$ cat config.mk
export PLATFORM = sky130hd
export DESIGN_NAME = dual_range_combiner
export DESIGN_NICKNAME = d
export VERILOG_FILES = /design/src/rtl/drc_pkg.sv /design/src/rtl/drc_period_timer.sv /design/src/rtl/drc_toggle_counter.sv /design/src/rtl/drc_range_ctrl.sv /design/src/rtl/drc_sample_combiner.sv /design/src/rtl/dual_range_combiner.sv
export SDC_FILE = /design/constraint.sdc
export NUM_CORES = 2
export LEC_CHECK = 0
export BUFFER_PORTS_ARGS = -buffer_cell sky130_fd_sc_hd__buf_2
export CAP_MARGIN = 20
export CORE_MARGIN = 2
export CORE_UTILIZATION = 25
export CTS_CLUSTER_SIZE = 10
export DETAILED_ROUTE_END_ITERATION = 6
export MAX_ROUTING_LAYER = met4
export SETUP_SLACK_MARGIN = 0.3
export SLEW_MARGIN = 0
export SYNTH_ARGS = -nofsm -noshare
export SYNTH_HDL_FRONTEND = slang
export SYNTH_SLANG_ARGS = --single-unit
$ cat constraint.sdc
create_clock -name clk_i -period 20.8 [get_ports clk_i]
set_clock_uncertainty 0.05 [all_clocks]
set_input_delay 1.04 -clock clk_i [delete_from_list [all_inputs] [get_ports clk_i]]
set_output_delay 1.04 -clock clk_i [all_outputs]
set_load 0.1 [all_outputs]
$ cat src/rtl/drc_pkg.sv
package drc_pkg;

  typedef enum logic {
    RANGE_FC     = 1'b0,
    RANGE_DIRECT = 1'b1
  } range_e;

  function automatic int unsigned max_of(input int unsigned a, input int unsigned b);
    return (a > b) ? a : b;
  endfunction

endpackage

$ cat src/rtl/drc_period_timer.sv
module drc_period_timer #(
  parameter int unsigned PERIOD_CYC = 200
) (
  input  logic clk_i,
  input  logic rst_ni,
  output logic start_o,
  output logic end_o
);

  localparam int unsigned CW = (PERIOD_CYC > 1) ? $clog2(PERIOD_CYC) : 1;
  localparam logic [CW-1:0] LAST = CW'(PERIOD_CYC - 1);

  logic [CW-1:0] cnt_q, cnt_d;
  logic          at_last;

  assign at_last = (cnt_q == LAST);

  always_comb begin
    cnt_d = cnt_q;
    if (at_last) begin
      cnt_d = '0;
    end else begin
      cnt_d = cnt_q + 1'b1;
    end
  end

  always_ff @(posedge clk_i or negedge rst_ni) begin
    if (!rst_ni) begin
      cnt_q <= '0;
    end else begin
      cnt_q <= cnt_d;
    end
  end

  assign start_o = (cnt_q == '0);
  assign end_o   = at_last;

endmodule

$ cat src/rtl/drc_toggle_counter.sv
module drc_toggle_counter #(
  parameter int unsigned CNT_W = 16
) (
  input  logic             clk_i,
  input  logic             rst_ni,
  input  logic             pulse_p_i,
  input  logic             pulse_n_i,
  input  logic             end_i,
  output logic [CNT_W-1:0] total_o
);

  logic             p_q, n_q;
  logic [1:0]       inc;
  logic [CNT_W:0]   sum;
  logic [CNT_W-1:0] cnt_q, cnt_d;

  // two edge detectors; both may fire in one cycle
  always_comb begin
    inc = {1'b0, pulse_p_i & ~p_q} + {1'b0, pulse_n_i & ~n_q};
    sum = {1'b0, cnt_q} + {{(CNT_W-1){1'b0}}, inc};
    total_o = sum[CNT_W] ? {CNT_W{1'b1}} : sum[CNT_W-1:0];
    cnt_d = end_i ? '0 : total_o;
  end

  always_ff @(posedge clk_i or negedge rst_ni) begin
    if (!rst_ni) begin
      p_q   <= 1'b0;
      n_q   <= 1'b0;
      cnt_q <= '0;
    end else begin
      p_q   <= pulse_p_i;
      n_q   <= pulse_n_i;
      cnt_q <= cnt_d;
    end
  end

endmodule

$ cat src/rtl/drc_range_ctrl.sv
module drc_range_ctrl #(
  parameter int unsigned CNT_W = 16,
  parameter int unsigned ADC_W = 16
) (
  input  logic                 clk_i,
  input  logic                 rst_ni,
  input  logic                 end_i,
  input  logic [CNT_W-1:0]     total_i,
  input  logic [CNT_W-1:0]     cfg_max_count_i,
  input  logic                 adc_valid_i,
  input  logic [ADC_W-1:0]     adc_data_i,
  input  logic [ADC_W-1:0]     cfg_low_thresh_i,
  output drc_pkg::range_e      mode_o
);

  import drc_pkg::*;

  range_e mode_q, mode_d;
  logic   back_q, back_d;
  logic   low_seen;

  assign low_seen = adc_valid_i && (mode_q == RANGE_DIRECT) && (adc_data_i < cfg_low_thresh_i);

  always_comb begin
    mode_d = mode_q;
    back_d = back_q;
    if (end_i) begin
      back_d = 1'b0;
      if (mode_q == RANGE_FC) begin
        if (total_i >= cfg_max_count_i) mode_d = RANGE_DIRECT;
      end else if (back_q) begin
        mode_d = RANGE_FC;
      end
    end else if (low_seen) begin
      back_d = 1'b1;
    end
  end

  always_ff @(posedge clk_i or negedge rst_ni) begin
    if (!rst_ni) begin
      mode_q <= RANGE_FC;
      back_q <= 1'b0;
    end else begin
      mode_q <= mode_d;
      back_q <= back_d;
    end
  end

  assign mode_o = mode_q;

endmodule

$ cat src/rtl/drc_sample_combiner.sv
module drc_sample_combiner #(
  parameter int unsigned CNT_W = 16,
  parameter int unsigned ADC_W = 16,
  parameter int unsigned WGT_W = 32,
  parameter int unsigned SCL_W = 24,
  parameter int unsigned OUT_W = 32
) (
  input  logic                 clk_i,
  input  logic                 rst_ni,
  input  logic                 end_i,
  input  logic [CNT_W-1:0]     total_i,
  input  drc_pkg::range_e      mode_i,
  input  logic                 adc_valid_i,
  input  logic [ADC_W-1:0]     adc_data_i,
  input  logic [WGT_W-1:0]     cfg_weight_i,
  input  logic [SCL_W-1:0]     cfg_scale_i,
  output logic                 valid_o,
  output logic [OUT_W-1:0]     value_o,
  output logic                 mode_o
);

  import drc_pkg::*;

  localparam int unsigned FPROD_W = CNT_W + WGT_W;
  localparam int unsigned DPROD_W = ADC_W + SCL_W;
  localparam int unsigned SUM_W   = max_of(max_of(FPROD_W, DPROD_W), max_of(OUT_W, ADC_W)) + 2;

  logic [CNT_W-1:0]        snap_cnt_q, snap_cnt_d;
  range_e                  snap_mode_q, snap_mode_d;
  logic [ADC_W-1:0]        prev_q, prev_d;
  logic                    have_prev_q, have_prev_d;
  logic                    valid_q, valid_d;
  logic [OUT_W-1:0]        value_q, value_d;
  logic                    mode_q, mode_d;

  logic [FPROD_W-1:0]      fc_prod;
  logic [DPROD_W-1:0]      dir_prod;
  logic signed [SUM_W-1:0] fc_sum, dir_sum, sel_sum;
  logic [OUT_W-1:0]        sat_val;

  always_comb begin
    fc_prod  = FPROD_W'(snap_cnt_q) * FPROD_W'(cfg_weight_i);
    dir_prod = DPROD_W'(adc_data_i) * DPROD_W'(cfg_scale_i);
    fc_sum   = $signed({{(SUM_W-FPROD_W){1'b0}}, fc_prod})
             + $signed({{(SUM_W-ADC_W){1'b0}}, adc_data_i})
             - $signed({{(SUM_W-ADC_W){1'b0}}, prev_q});
    dir_sum  = $signed({{(SUM_W-DPROD_W){1'b0}}, dir_prod});
    sel_sum  = (snap_mode_q == RANGE_DIRECT) ? dir_sum : fc_sum;
    if (sel_sum[SUM_W-1]) begin
      sat_val = '0;
    end else if (|sel_sum[SUM_W-2:OUT_W]) begin
      sat_val = {OUT_W{1'b1}};
    end else begin
      sat_val = sel_sum[OUT_W-1:0];
    end
  end

  // snapshot at period end, result on the closing reading
  always_comb begin
    snap_cnt_d  = snap_cnt_q;
    snap_mode_d = snap_mode_q;
    prev_d      = prev_q;
    have_prev_d = have_prev_q;
    valid_d     = 1'b0;
    value_d     = value_q;
    mode_d      = mode_q;
    if (end_i) begin
      snap_cnt_d  = total_i;
      snap_mode_d = mode_i;
    end
    if (adc_valid_i) begin
      prev_d      = adc_data_i;
      have_prev_d = 1'b1;
      if (have_prev_q) begin
        valid_d = 1'b1;
        value_d = sat_val;
        mode_d  = (snap_mode_q == RANGE_DIRECT);
      end
    end
  end

  always_ff @(posedge clk_i or negedge rst_ni) begin
    if (!rst_ni) begin
      snap_cnt_q  <= '0;
      snap_mode_q <= RANGE_FC;
      prev_q      <= '0;
      have_prev_q <= 1'b0;
      valid_q     <= 1'b0;
      value_q     <= '0;
      mode_q      <= 1'b0;
    end else begin
      snap_cnt_q  <= snap_cnt_d;
      snap_mode_q <= snap_mode_d;
      prev_q      <= prev_d;
      have_prev_q <= have_prev_d;
      valid_q     <= valid_d;
      value_q     <= value_d;
      mode_q      <= mode_d;
    end
  end

  assign valid_o = valid_q;
  assign value_o = value_q;
  assign mode_o  = mode_q;

endmodule

$ cat src/rtl/dual_range_combiner.sv
module dual_range_combiner #(
  parameter int unsigned PERIOD_CYC = 200,
  parameter int unsigned CNT_W      = 16,
  parameter int unsigned ADC_W      = 16,
  parameter int unsigned WGT_W      = 32,
  parameter int unsigned SCL_W      = 24,
  parameter int unsigned OUT_W      = 32
) (
  input  logic             clk_i,
  input  logic             rst_ni,
  input  logic             pulse_p_i,
  input  logic             pulse_n_i,
  input  logic             adc_valid_i,
  input  logic [ADC_W-1:0] adc_data_i,
  input  logic [CNT_W-1:0] cfg_max_count_i,
  input  logic [ADC_W-1:0] cfg_low_thresh_i,
  input  logic [WGT_W-1:0] cfg_weight_i,
  input  logic [SCL_W-1:0] cfg_scale_i,
  output logic             adc_convert_o,
  output logic             range_direct_o,
  output logic             sample_valid_o,
  output logic [OUT_W-1:0] sample_value_o,
  output logic             sample_mode_o
);

  import drc_pkg::*;

  logic             per_start, per_end;
  logic [CNT_W-1:0] flip_total;
  range_e           cur_mode;

  drc_period_timer #(.PERIOD_CYC(PERIOD_CYC)) u_timer (
    .clk_i  (clk_i),
    .rst_ni (rst_ni),
    .start_o(per_start),
    .end_o  (per_end)
  );

  drc_toggle_counter #(.CNT_W(CNT_W)) u_flips (
    .clk_i    (clk_i),
    .rst_ni   (rst_ni),
    .pulse_p_i(pulse_p_i),
    .pulse_n_i(pulse_n_i),
    .end_i    (per_end),
    .total_o  (flip_total)
  );

  drc_range_ctrl #(.CNT_W(CNT_W), .ADC_W(ADC_W)) u_range (
    .clk_i           (clk_i),
    .rst_ni          (rst_ni),
    .end_i           (per_end),
    .total_i         (flip_total),
    .cfg_max_count_i (cfg_max_count_i),
    .adc_valid_i     (adc_valid_i),
    .adc_data_i      (adc_data_i),
    .cfg_low_thresh_i(cfg_low_thresh_i),
    .mode_o          (cur_mode)
  );

  drc_sample_combiner #(
    .CNT_W(CNT_W), .ADC_W(ADC_W), .WGT_W(WGT_W), .SCL_W(SCL_W), .OUT_W(OUT_W)
  ) u_comb (
    .clk_i       (clk_i),
    .rst_ni      (rst_ni),
    .end_i       (per_end),
    .total_i     (flip_total),
    .mode_i      (cur_mode),
    .adc_valid_i (adc_valid_i),
    .adc_data_i  (adc_data_i),
    .cfg_weight_i(cfg_weight_i),
    .cfg_scale_i (cfg_scale_i),
    .valid_o     (sample_valid_o),
    .value_o     (sample_value_o),
    .mode_o      (sample_mode_o)
  );

  assign adc_convert_o  = per_start;
  assign range_direct_o = (cur_mode == RANGE_DIRECT);

endmodule

==> impl_metrics.tcl <==
set metrics [dict create \
    grt_max_degree 65 \
    critPathLaunchType "primary input" \
    maxSlewViolCount 0 \
    timing.slew.headroom_pct 31.8 \
    ys_ff_latch 96 \
    rsz0062_at_grt "no" \
    clkSinkCount 96 \
    wl_per_cell_um 17.4 \
    setup_tns_ns 0 \
    syn-num-nets 5443 \
    post-cts-setup-buffers 0 \
    critPathMaxFanout 32 \
    final_hold_viol_count 0 \
    grt_pass1_vias 31400 \
    hold_path_depth 1 \
    drt_pass1_iterations 5 \
    dieArea_sq_um 151000 \
    initial_core_util_pct 25.1 \
    path_common_cell "fa_1" \
    slowest_stage "o2111a_2" \
    via_per_inst 4.66 \
    clk_pin_slew_ns 0.08 \
    cts_tree "built" \
    ios 145 \
    reg2reg_depth 31 \
    clock_latency_ns 0.38 \
    vias 28900 \
    syn_area_per_cell_sq_um 8.62 \
    tightest_slew_ns 1.02 \
    fmax_mhz 106 \
    grt_usage_pct 15.1 \
    drtIter0Drc 1753 \
    cts-hold-fix-buffers 0 \
    core_area_sq_um 147000 \
    hp-class "flip-flop to flip-flop" \
    slowest_delay_ns 0.93 \
    syn_to_final_growth_pct 7.56 \
    htreeDepth 3 \
    layout_common_cells "inv_1 (908), fa_1 (743), nand2_1 (673)" \
    clk_path_buf_depth 2 \
    arrival_ns 9.60 \
    cts-root-buf "clkbuf_16" \
    finalSetupViolCount 0 \
    antenna_found_initial 12 \
    dp_hpwl_um 87000 \
    synth_edf_count 0 \
    yosysWarningCount 0 \
    die_width_um 388 \
    maxCapViolations 0 \
    cts_resized 0 \
    async_reset_ff_share_pct 100 \
    final_common_cell "inv_1" \
    syn_inst 4287 \
    grt_pass1_wl_um 176000 \
    routed_wl_um 108000 \
    drtAntennaViolNets 0 \
    drc 0 \
    drive_above_1_share_pct 6.31 \
    gp_congestion 0.874 \
    period_needed_ns 9.43 \
    numCtsBuffers 9 \
    final.period_utilization_pct 45.3 \
    critPathKind "primary input to flip-flop" \
    port_buffers 144 \
    die_y_um 388 \
    worstPathRequired_ns 20.97 \
    ys.flop_type "dfrtp_1" \
    synth.yosys.seq_area_share_pct 6.50 \
    synth_cell_types 97 \
    end_kind "flip-flop" \
    grt-ovfl-total 0 \
    placementRows 141 \
    outcome "finished, final reports clean" \
    syn_area_sq_um 36900 \
    nets 5414 \
]
-- kinds of logic (layout without fill, tap and decap cells) --
family	Yosys count	in the layout	share of synthesized area [%]
AOI/OAI and AO/OA	507	507	9.91
xor gates and xnor gates	96	96	2.30
adders and majority gates	1047	1047	50.6
buffers and inverters	1119	1095	11.6
DFF	96	96	6.50
muxes	7	7	0.196
other	0	8	0
and+or+nand+nor	1415	1415	18.9
-- synth_stat cells (15+ instances only) --
master | instances | area (sq um)
nand2_1 | 673 | 2530
xor2_1 | 51 | 447
a21oi_1 | 107 | 536
a21o_1 | 55 | 413
ha_1 | 304 | 3800
a32oi_1 | 33 | 289
xnor2_1 | 44 | 385
nand4_1 | 23 | 144
nand3_1 | 43 | 215
dfrtp_1 | 96 | 2400
fa_1 | 743 | 14900
o21a_1 | 15 | 113
o21ai_0 | 108 | 541
nor2_1 | 91 | 342
o211ai_2 | 31 | 388
and2_1 | 438 | 2740
clkbuf_1 | 186 | 698
nand2b_1 | 19 | 119
and3_1 | 21 | 131
inv_1 | 908 | 3410
nor3_1 | 24 | 120
o211ai_1 | 17 | 128
-- final timing paths --
check | from | endpoint | slack, ns
worst max-delay path | cfg_weight_i[7] | u_comb.value_o[1] | 11.37
worst min-delay path | u_comb.have_prev_q | u_comb.have_prev_q | 0.42
worst max register to register | u_comb.snap_cnt_q[7] | u_comb.value_o[1] | 11.52
worst min register to register | u_comb.have_prev_q | u_comb.have_prev_q | 0.42
max in group asynchronous | rst_ni | u_comb.prev_q[7] | 18.89
min in group asynchronous | rst_ni | u_timer.cnt_q[3] | 0.60
-- worst max-delay path: cells and delay by family --
kind                     cells  cell delay [ns]
AND/OR/NAND/NOR             10             2.02
XOR/XNOR                     1             0.18
multiplexers                 1             0.23
AO/OA/AOI/OAI                5             1.70
buffers and inverters        6             0.56
adder cells (fa/ha/maj)      8             3.83
-- flip-flops by register name, indices dropped and copies added (netlist names), 8 cells and up --
name	count
u_comb.snap_cnt_q	16
u_flips.cnt_q	16
u_comb.value_o	32
u_comb.prev_q	16
u_timer.cnt_q	8
-- metal layers --
| metal | up-vias | part of all wire (%) | global-route usage [%] |
|---|---|---|---|
| met5 | - | 0 | - |
| met4 | 0 | 2.9 | 4.23 |
| met3 | 133 | 5.7 | 2.36 |
| met2 | 759 | 47 | 24.4 |
| met1 | 14900 | 44 | 19.5 |
| li1 | 13100 | - | - |
-- cell type report --
cell class	count	area [sq um]
sequential	96	2400
antenna	8	20.0
tap	1930	2410
clock inverter	7	61.3
clock buffer	9	225
inverter	908	3410
multi-input combinational	3072	30300
timing repair buffer	171	946
fill	16000	107000
-- metrics by stage --
stage	hold slack (ns)	area, sq um	util [%]	std cells	setup slack, ns
final	0.418	39700	27.0	6201	11.37
after CTS	0.420	39700	27.0	6192	11.41
after global placement	0.400	39400	26.8	6176	11.09
after detailed placement	0.401	39400	26.8	6176	11.06
after global routing	0.448	39700	27.0	6201	10.73
after floorplan	0.387	36900	-	4287	12.12
Power is not shown: default switching activity piles up to over one toggle a cycle in this logic, so the estimate is an artifact.
